### src/rtl/scc_pkg.sv
package scc_pkg;
  typedef enum logic [1:0] {
    ST_IDLE    = 2'd0,
    ST_EVICT   = 2'd1,
    ST_COMPACT = 2'd2,
    ST_ALLOC   = 2'd3
  } alloc_state_e;
endpackage

### src/rtl/scc_lru_stack.sv
// Recency stack: entry 0 is least recent, entry cnt-1 is most recent.
module scc_lru_stack #(
  parameter int NUM_TAGS = 8,
  localparam int ID_W  = $clog2(NUM_TAGS),
  localparam int CNT_W = $clog2(NUM_TAGS + 1)
) (
  input  logic             clk_i,
  input  logic             rst_ni,
  input  logic             push_i,
  input  logic [ID_W-1:0]  push_id_i,
  input  logic             pop_i,
  input  logic             touch_i,
  input  logic [ID_W-1:0]  touch_id_i,
  output logic [ID_W-1:0]  lru_id_o,
  output logic [CNT_W-1:0] cnt_o
);
  logic [ID_W-1:0]  stk_q [NUM_TAGS];
  logic [ID_W-1:0]  stk_n [NUM_TAGS];
  logic [CNT_W-1:0] cnt_q, cnt_n;
  logic             hit;

  always_comb begin
    stk_n = stk_q;
    cnt_n = cnt_q;
    hit   = 1'b0;
    if (pop_i) begin
      for (int i = 0; i < NUM_TAGS - 1; i++) stk_n[i] = stk_q[i+1];
      stk_n[NUM_TAGS-1] = '0;
      cnt_n = cnt_q - CNT_W'(1);
    end else if (push_i) begin
      for (int i = 0; i < NUM_TAGS; i++)
        if (CNT_W'(i) == cnt_q) stk_n[i] = push_id_i;
      cnt_n = cnt_q + CNT_W'(1);
    end else if (touch_i) begin
      for (int i = 0; i < NUM_TAGS; i++) begin
        if (CNT_W'(i) < cnt_q) begin
          if (stk_q[i] == touch_id_i) hit = 1'b1;
          if (hit && (CNT_W'(i + 1) < cnt_q)) stk_n[i] = stk_q[(i+1) % NUM_TAGS];
          if (hit && (CNT_W'(i + 1) == cnt_q)) stk_n[i] = touch_id_i;
        end
      end
    end
  end

  always_ff @(posedge clk_i or negedge rst_ni) begin
    if (!rst_ni) begin
      cnt_q <= '0;
      for (int i = 0; i < NUM_TAGS; i++) stk_q[i] <= '0;
    end else begin
      cnt_q <= cnt_n;
      stk_q <= stk_n;
    end
  end

  assign lru_id_o = stk_q[0];
  assign cnt_o    = cnt_q;
endmodule

### src/rtl/scc_slot_scan.sv
// Combinational scans over the tag slots.
module scc_slot_scan #(
  parameter int NUM_TAGS = 8,
  parameter int SZ_W     = 4,
  parameter int OFF_W    = 5,
  parameter int END_W    = 6,
  localparam int ID_W    = $clog2(NUM_TAGS)
) (
  input  logic [NUM_TAGS-1:0]            valid_i,
  input  logic [NUM_TAGS-1:0][SZ_W-1:0]  size_i,
  input  logic [NUM_TAGS-1:0][OFF_W-1:0] off_i,
  input  logic [NUM_TAGS-1:0]            placed_i,
  output logic                           free_found_o,
  output logic [ID_W-1:0]                free_id_o,
  output logic [END_W-1:0]               hi_o,
  output logic                           low_found_o,
  output logic [ID_W-1:0]                low_id_o
);
  logic [END_W-1:0] line_end [NUM_TAGS];
  logic [OFF_W-1:0] best_off;

  for (genvar g = 0; g < NUM_TAGS; g++) begin : g_end
    assign line_end[g] = END_W'(off_i[g]) + END_W'(size_i[g]);
  end

  always_comb begin
    free_found_o = 1'b0;
    free_id_o    = '0;
    for (int i = NUM_TAGS - 1; i >= 0; i--) begin
      if (!valid_i[i]) begin
        free_found_o = 1'b1;
        free_id_o    = ID_W'(i);
      end
    end
  end

  always_comb begin
    hi_o = '0;
    for (int i = 0; i < NUM_TAGS; i++)
      if (valid_i[i] && line_end[i] > hi_o) hi_o = line_end[i];
  end

  // lowest-offset valid line not yet packed
  always_comb begin
    low_found_o = 1'b0;
    low_id_o    = '0;
    best_off    = '0;
    for (int i = 0; i < NUM_TAGS; i++) begin
      if (valid_i[i] && !placed_i[i] && (!low_found_o || off_i[i] < best_off)) begin
        low_found_o = 1'b1;
        low_id_o    = ID_W'(i);
        best_off    = off_i[i];
      end
    end
  end
endmodule

### src/rtl/scc_set_alloc.sv
module scc_set_alloc
  import scc_pkg::*;
#(
  parameter int NUM_SEGS      = 32,
  parameter int NUM_TAGS      = 8,
  parameter int MAX_LINE_SEGS = 8,
  localparam int ID_W  = $clog2(NUM_TAGS),
  localparam int OFF_W = $clog2(NUM_SEGS),
  localparam int END_W = $clog2(NUM_SEGS + 1),
  localparam int SZ_W  = $clog2(2 * MAX_LINE_SEGS),
  localparam int CNT_W = $clog2(NUM_TAGS + 1)
) (
  input  logic                           clk_i,
  input  logic                           rst_ni,
  input  logic                           req_valid_i,
  input  logic [SZ_W-1:0]                req_size_i,
  input  logic                           touch_i,
  input  logic [ID_W-1:0]                touch_slot_i,
  output logic                           busy_o,
  output logic                           done_o,
  output logic                           err_o,
  output logic [ID_W-1:0]                alloc_slot_o,
  output logic [OFF_W-1:0]               alloc_off_o,
  output logic                           evict_o,
  output logic [ID_W-1:0]                evict_slot_o,
  output logic                           move_o,
  output logic [ID_W-1:0]                move_slot_o,
  output logic [OFF_W-1:0]               move_from_o,
  output logic [OFF_W-1:0]               move_to_o,
  output logic [NUM_TAGS-1:0]            slot_valid_o,
  output logic [NUM_TAGS-1:0]            slot_cmp_o,
  output logic [NUM_TAGS-1:0][SZ_W-1:0]  slot_size_o,
  output logic [NUM_TAGS-1:0][OFF_W-1:0] slot_off_o
);
  alloc_state_e state_q;

  logic [NUM_TAGS-1:0]            valid_q, placed_q;
  logic [NUM_TAGS-1:0][SZ_W-1:0]  size_q;
  logic [NUM_TAGS-1:0][OFF_W-1:0] off_q;
  logic [END_W-1:0]               used_q, pos_q;
  logic [SZ_W-1:0]                req_sz_q;

  logic             bad_size, fits, tail_ok;
  logic             lru_pop, lru_push, lru_touch;
  logic [ID_W-1:0]  lru_id, free_id, low_id;
  logic [CNT_W-1:0] live_cnt;
  logic [END_W-1:0] hi;
  logic             free_found, low_found;

  scc_lru_stack #(.NUM_TAGS(NUM_TAGS)) u_lru (
    .clk_i      (clk_i),
    .rst_ni     (rst_ni),
    .push_i     (lru_push),
    .push_id_i  (free_id),
    .pop_i      (lru_pop),
    .touch_i    (lru_touch),
    .touch_id_i (touch_slot_i),
    .lru_id_o   (lru_id),
    .cnt_o      (live_cnt)
  );

  scc_slot_scan #(
    .NUM_TAGS (NUM_TAGS),
    .SZ_W     (SZ_W),
    .OFF_W    (OFF_W),
    .END_W    (END_W)
  ) u_scan (
    .valid_i      (valid_q),
    .size_i       (size_q),
    .off_i        (off_q),
    .placed_i     (placed_q),
    .free_found_o (free_found),
    .free_id_o    (free_id),
    .hi_o         (hi),
    .low_found_o  (low_found),
    .low_id_o     (low_id)
  );

  assign bad_size  = (req_size_i == '0) || (req_size_i > SZ_W'(MAX_LINE_SEGS));
  assign fits      = ((END_W'(NUM_SEGS) - used_q) >= END_W'(req_sz_q)) &&
                     (live_cnt < CNT_W'(NUM_TAGS));
  assign tail_ok   = (END_W'(NUM_SEGS) - hi) >= END_W'(req_sz_q);
  assign lru_pop   = (state_q == ST_EVICT) && !fits;
  assign lru_push  = (state_q == ST_ALLOC);
  assign lru_touch = (state_q == ST_IDLE) && !req_valid_i && touch_i && valid_q[touch_slot_i];

  always_ff @(posedge clk_i or negedge rst_ni) begin
    if (!rst_ni) begin
      state_q      <= ST_IDLE;
      valid_q      <= '0;
      placed_q     <= '0;
      size_q       <= '0;
      off_q        <= '0;
      used_q       <= '0;
      pos_q        <= '0;
      req_sz_q     <= '0;
      done_o       <= 1'b0;
      err_o        <= 1'b0;
      alloc_slot_o <= '0;
      alloc_off_o  <= '0;
      evict_o      <= 1'b0;
      evict_slot_o <= '0;
      move_o       <= 1'b0;
      move_slot_o  <= '0;
      move_from_o  <= '0;
      move_to_o    <= '0;
    end else begin
      done_o  <= 1'b0;
      err_o   <= 1'b0;
      evict_o <= 1'b0;
      move_o  <= 1'b0;
      unique case (state_q)
        ST_IDLE: begin
          if (req_valid_i) begin
            if (bad_size) begin
              err_o <= 1'b1;
            end else begin
              req_sz_q <= req_size_i;
              state_q  <= ST_EVICT;
            end
          end
        end
        ST_EVICT: begin
          if (!fits) begin
            evict_o         <= 1'b1;
            evict_slot_o    <= lru_id;
            valid_q[lru_id] <= 1'b0;
            used_q          <= used_q - END_W'(size_q[lru_id]);
          end else if (tail_ok) begin
            state_q <= ST_ALLOC;
          end else begin
            placed_q <= '0;
            pos_q    <= '0;
            state_q  <= ST_COMPACT;
          end
        end
        ST_COMPACT: begin
          if (low_found) begin
            if (END_W'(off_q[low_id]) != pos_q) begin
              move_o      <= 1'b1;
              move_slot_o <= low_id;
              move_from_o <= off_q[low_id];
              move_to_o   <= pos_q[OFF_W-1:0];
            end
            off_q[low_id]    <= pos_q[OFF_W-1:0];
            placed_q[low_id] <= 1'b1;
            pos_q            <= pos_q + END_W'(size_q[low_id]);
          end else begin
            state_q <= ST_ALLOC;
          end
        end
        ST_ALLOC: begin
          valid_q[free_id] <= 1'b1;
          size_q[free_id]  <= req_sz_q;
          off_q[free_id]   <= hi[OFF_W-1:0];
          used_q           <= used_q + END_W'(req_sz_q);
          done_o           <= 1'b1;
          alloc_slot_o     <= free_id;
          alloc_off_o      <= hi[OFF_W-1:0];
          state_q          <= ST_IDLE;
        end
        default: state_q <= ST_IDLE;
      endcase
    end
  end

  assign busy_o       = (state_q != ST_IDLE);
  assign slot_valid_o = valid_q;
  assign slot_size_o  = size_q;
  assign slot_off_o   = off_q;

  for (genvar g = 0; g < NUM_TAGS; g++) begin : g_cmp
    assign slot_cmp_o[g] = valid_q[g] && (size_q[g] < SZ_W'(MAX_LINE_SEGS));
  end

  logic unused_free;
  assign unused_free = free_found;
endmodule

### config.mk
export PLATFORM = sky130hd
export DESIGN_NAME = scc_set_alloc
export DESIGN_NICKNAME = d
export VERILOG_FILES = /design/src/rtl/scc_pkg.sv /design/src/rtl/scc_lru_stack.sv /design/src/rtl/scc_slot_scan.sv /design/src/rtl/scc_set_alloc.sv
export SDC_FILE = /design/constraint.sdc
export NUM_CORES = 1
export LEC_CHECK = 0
export ABC_AREA = 1
export BUFFER_PORTS_ARGS = -buffer_cell sky130_fd_sc_hd__buf_4
export CAP_MARGIN = 15
export CORE_MARGIN = 5
export CORE_UTILIZATION = 30
export CTS_CLUSTER_SIZE = 25
export DETAILED_ROUTE_END_ITERATION = 10
export GPL_ROUTABILITY_DRIVEN = 0
export PLACE_DENSITY = 0.43
export SLEW_MARGIN = 40
export SYNTH_ARGS = -nofsm -noshare
export SYNTH_HDL_FRONTEND = slang
export SYNTH_SLANG_ARGS = --single-unit
### constraint.sdc
create_clock -name clk_i -period 13.88 [get_ports clk_i]
set_input_delay 2.082 -clock clk_i [delete_from_list [all_inputs] [get_ports clk_i]]
set_output_delay 2.082 -clock clk_i [all_outputs]
set_load 0.05 [all_outputs]
==> impl_metrics.yaml, run 1 <==
placement:
  portBuffers: 127
  placedCellCount: 2721
  hpwl_um: 45500
grt:
  grt_usage: 0.222
  grt_pass1_vias: 14372
  grt_max_degree: 96
  gr-usage-met1: 0.287
  busiest_layer: "met2"
  met2_usage: 0.384
  grt-ovfl-total: 0
  grt_use_met3: 0.0271
  grt_pass1_wl_um: 87100
  antenna_found_initial: 0
cells_and_area:
  insertedDiodeCount: 0
  instances_no_fill: 2754
  n_fill_cell: 5041
  area_delta_synth_final_pct: 15.8
  num-nets-final: 2279
  layout-drive-gt1-share: 0.121
worst_setup_path:
  cp_common_cell: "nand2_1"
  crit_required_ps: 14280
  reg2reg_depth: 71
  critPathMaxFanout: 27
  crit_cells: 71
  worst-path-buf-inv: 3
  cp.arrival_ps: 12970
  cp_top_family: "simple AND/OR/NAND/NOR gates"
  slowest_stage: "dfrtp_2"
  critPathMaxStageDelay_ps: 510
  crit_type: "reg -> reg"
  start_kind: "flop"
  crit_path_end_kind: "flop"
logic_synthesis:
  synth_compound_area_frac: 0.181
  synthMuxAreaShare: 0.0152
  synth_top_area_frac: 0.287
  async_reset_ff_frac: 1.00
  yosysTopAreaCell: "dfrtp_1"
  synth_ff_type: "dfrtp_1"
  synth_cell_types: 50
  yosys.area_share.simple: 0.274
  ys_top_cells_by_area: "dfrtp_1 29%, nand2_1 13%, ha_1 11%"
  syn_area_um2: 14100
  syn_area_per_cell_um2: 6.97
  netlist_instances: 2025
  synth_xor_area_frac: 0.0286
  synth-adder-area-share: 0.123
  synth_top_family_by_area: "simple AND/OR/NAND/NOR gates"
  netlist_top_cells_count: "487 x nand2_1, 259 x inv_1, 196 x o21ai_0"
  yosysSeqAreaShare: 0.287
  synth_edf_count: 0
  ys.warnings.count: 0
  ys_ff_latch: 162
  synth_most_common_cell: "nand2_1"
  syn-num-nets: 2169
route:
  firstDrtPassIters: 6
  drt-total-wl_um: 57600
  drt_iter0_drc: 896
  post_drt_wl_per_cell_um: 20.9
  num_vias: 14436
  avgViaCountPerCell: 5.24
  drc: 0
  drtAntennaViolNets: 0
timing:
  tns_ps: 0
  maxSlewHeadroom: 0.355
  max_freq_mhz: 79.5
  fin_crit_ps: 12580
  min_period_over_period: 0.906
  slew_viol_final: 0
  hold_viol: 0
  setup_viol_count_final: 0
  clock_skew_ps: 10.7
  hold-worst-slack_ps: 477
  worst_pin_slew_ps: 966
job:
  cap_violations: 0
clocking:
  hold_buffers: 0
  htreeDepth: 4
  cts_resized: 0
  post-cts-setup-buffer-count: 0
  root_buffer: "clkbuf_16"
  path_clk_slew_ps: 70
  insertion_delay_ps: 450
  cts_buffers: 17
  cts_buffer_depth: 2
  cts.sinks: 162
  cts_tree: "yes"
floorplan:
  start_util: 0.303
  die_h_um: 227
  ioPinCount: 128
  rows: 79
  fp.dieW_um: 227
  die-area_um2: 51500
  fp.coreArea_um2: 46600
run_status:
  status: "finished, final reports clean"
worst_hold_path:
  hold_depth: 2
  hold_path_class: "reg -> reg"
## kinds of logic after synthesis
group	count (synthesis)
AO/OA/AOI/OAI	447
flip-flops	162
multiplexers	19
XOR/XNOR	46
AND/OR/NAND/NOR	898
buffers and inverters	320
adder cells (fa/ha/maj)	133
## final timing paths
check	startpoint	end	slack, ps
hold reg to reg	move_slot_o[0]	move_slot_o[0]	480
setup reg to reg	slot_valid_o[0]	pos_q[4]	1300
min in group asynchronous	rst_ni	done_o	1480
hold / removal	move_slot_o[0]	move_slot_o[0]	480
setup / recovery	slot_valid_o[0]	pos_q[4]	1300
max in group asynchronous	rst_ni	slot_valid_o[0]	11440
## flip-flops by register name (all words and copies together), names as in the netlist, 6 cells and up
signal        count
used_q            6
pos_q             6
placed_q          8
slot_size_o      32
slot_off_o       40
u_lru.stk_q      21
slot_valid_o      8
## cell type report
type                       instances  area [um2]  area share
multi-input combinational       1544        8820       0.540
clock buffer                      20         447      0.0274
inverter                         269        1010      0.0618
tap                              607         759      0.0465
sequential                       162        4060       0.248
timing repair buffer             141        1090      0.0667
clock inverter                    11         153     0.00935
## stage by stage
| stage | util | cell area (um2) | setup slack (ps) |
|---|---|---|---|
| 6_report | 0.351 | 16300 | 1300 |
| 5_1_grt | 0.351 | 16300 | -9.84 |
| 4_1_cts | 0.349 | 16300 | 429 |
| 3_5_place_dp | 0.336 | 15700 | 493 |
| 3_3_place_gp | 0.336 | 15700 | 533 |
| 2_1_floorplan | - | 14100 | 2970 |
## layer usage
metal | vias up | wire length, um
met3 | 100 | 2600
met4 | 0 | 1760
met1 | 6909 | 25200
met5 | - | 0
li1 | 7012 | -
met2 | 415 | 28100
## worst min-delay path, cell delays in order (launching register included)
cell,delay [ps]
dfrtp_1,340
nand2_1,60
nand2_1,50
## layout by cell type, fill, tap and decap left out, drive strengths merged, types with 2 or more instances in the layout
cell,netlist,routed
nand3,157,157
o211ai,9,9
bufinv,0,3
xnor2,18,18
nor4,8,8
ha,123,123
clkinvlp,0,3
a21oi,107,107
o2111ai,2,2
o21ai,209,209
xor2,28,28
a221oi,9,9
nor2,180,180
clkbuf,30,20
nor3,14,14
o21a,5,5
clkinv,5,7
buf,21,141
a21boi,2,2
a211oi,12,12
o21bai,13,13
nand2,514,515
inv,264,267
nand3b,7,7
mux2,19,19
fa,10,10
a22oi,2,2
or2,3,3
o22ai,48,48
nand4,14,14
a41oi,4,4
o221ai,11,11
dfrtp,162,162
a31oi,12,12
Power of run 1 is not shown: default switching activity piles up to over one toggle a cycle in this logic, so the estimate is an artifact.
==> run 2: changes to the inputs <==
- RECOVER_POWER: default -> 50
==> run 2 against run 1 <==
  * Critical path depth did not move
  * Fmax is 0.49% higher
  * Worst setup slack better by 61 ps
  * The run now ends with max-capacitance violations, max-slew violations left
  * Via count barely moved
  * Sequential cell count unchanged
  * First-iteration DRC count rose by 17%
  * Critical endpoint unchanged
==> impl_metrics.yaml, run 2 (synthesized netlist as in run 1, its figures left out) <==
run_status:
  status: "finished with violations"
  violations: "max-capacitance violations, max-slew violations"
timing:
  clock_skew_ps: 10.2
  maxSlewHeadroom: -1.72
  worst_pin_slew_ps: 4080
  setup_viol_count_final: 0
  hold_viol: 0
  min_period_over_period: 0.902
  max_freq_mhz: 79.9
  slew_viol_final: 226
  fin_crit_ps: 12520
route:
  drt_iter0_drc: 1051
  num_vias: 14429
  drtAntennaViolNets: 0
  avgViaCountPerCell: 5.24
  post_drt_wl_per_cell_um: 20.9
  firstDrtPassIters: 5
  drc: 0
  drt-total-wl_um: 57700
cells_and_area:
  final_common_cell: "nand2_1"
  insertedDiodeCount: 0
  area_delta_synth_final_pct: 14.9
  final_cell_area_um2: 16200
  largest_register_ffs: 40
  mostFrequentLayoutCells: "486 x nand2_1, 259 x inv_1, 186 x o21ai_0, 165 x nor2_1, 161 x dfrtp_1"
  layout-drive-gt1-share: 0.110
  num-nets-final: 2279
clocking:
  cts_resized: 0
  cts.sinks: 162
  path_clk_slew_ps: 70
  cts_buffer_depth: 2
  post-cts-setup-buffer-count: 0
  root_buffer: "clkbuf_16"
  htreeDepth: 4
  cts_tree: "yes"
  insertion_delay_ps: 450
  cts_buffers: 17
  hold_buffers: 0
worst_setup_path:
  crit_type: "reg -> reg"
  start_kind: "flop"
  crit_path_end_kind: "flop"
  critPathMaxStageDelay_ps: 520
  crit_required_ps: 14270
  cp_common_cell: "nand2_1"
  worst-path-buf-inv: 3
  cp_top_family: "simple AND/OR/NAND/NOR gates"
  cp.arrival_ps: 12910
  slowest_stage: "dfrtp_2"
  critPathMaxFanout: 27
placement:
  place_area_um2: 15700
  portBuffers: 127
  hpwl_um: 45500
grt:
  antenna_found_initial: 0
  grt_max_degree: 96
  grt-ovfl-total: 0
  grt_pass1_vias: 14372
  grt_pass1_wl_um: 87100
  grt_usage: 0.222
floorplan:
  fp.coreArea_um2: 46600
  ioPinCount: 128
  start_util: 0.303
  rows: 79
  die_h_um: 227
  die-area_um2: 51500
  fp.dieW_um: 227
job:
  cap_violations: 5
worst_hold_path:
  hold_path_class: "reg -> reg"
## run 2: cell count changes in the layout (fill, tap and decap cells not counted)
cell,previous run,this run
buf_4,138,118
nor2_1,164,165
buf_16,1,0
buf_6,1,0
clkbuf_1,2,25
buf_8,1,0
nor2_2,14,13
## run 2: cell type report
class	count	area (um2)
Multi-Input combinational cell	1544	8810
Tap cell	607	759
Clock inverter	11	153
Sequential cell	162	4060
Fill cell	5062	30300
Inverter	269	1010
Clock buffer	20	447
Timing Repair Buffer	141	972
## run 2: metrics by stage
step	hold slack (ps)	util	setup WS (ps)	setup TNS, ps	instances
final	475	0.348	1360	0	2754
after global routing	494	0.348	-9.84	-9.84	2754
after CTS	485	0.349	429	0	2752
after detailed placement	468	0.336	493	0	2721
after global placement	461	0.336	533	0	2721
after floorplan	463	-	2970	0	2025
## run 2: worst paths after layout
kind | from | to | slack, ps | cells past startpoint
hold / removal | move_slot_o[0] | move_slot_o[0] | 480 | 2
setup reg to reg | slot_valid_o[0] | pos_q[4] | 1360 | 71
setup / recovery | slot_valid_o[0] | pos_q[4] | 1360 | 71
max in group asynchronous | rst_ni | slot_valid_o[0] | 7150 | 2
hold reg to reg | move_slot_o[0] | move_slot_o[0] | 480 | 2
min in group asynchronous | rst_ni | done_o | 2040 | 1
## run 2: tightest hold or removal path, cell delays in order, from the launching register on
cell,delay [ps]
dfrtp_1,340
nand2_1,50
nand2_1,50
## run 2: routing by layer
layer | part of all wire | vias to the layer above | wire length, um | track usage
met5 | 0 | - | 0 | 0
met4 | 0.031 | 0 | 1810 | 0.0735
met3 | 0.044 | 105 | 2570 | 0.0271
met2 | 0.49 | 430 | 28000 | 0.384
met1 | 0.44 | 6881 | 25300 | 0.287
li1 | - | 7013 | - | -
Power of run 2 is left out for the same reason.
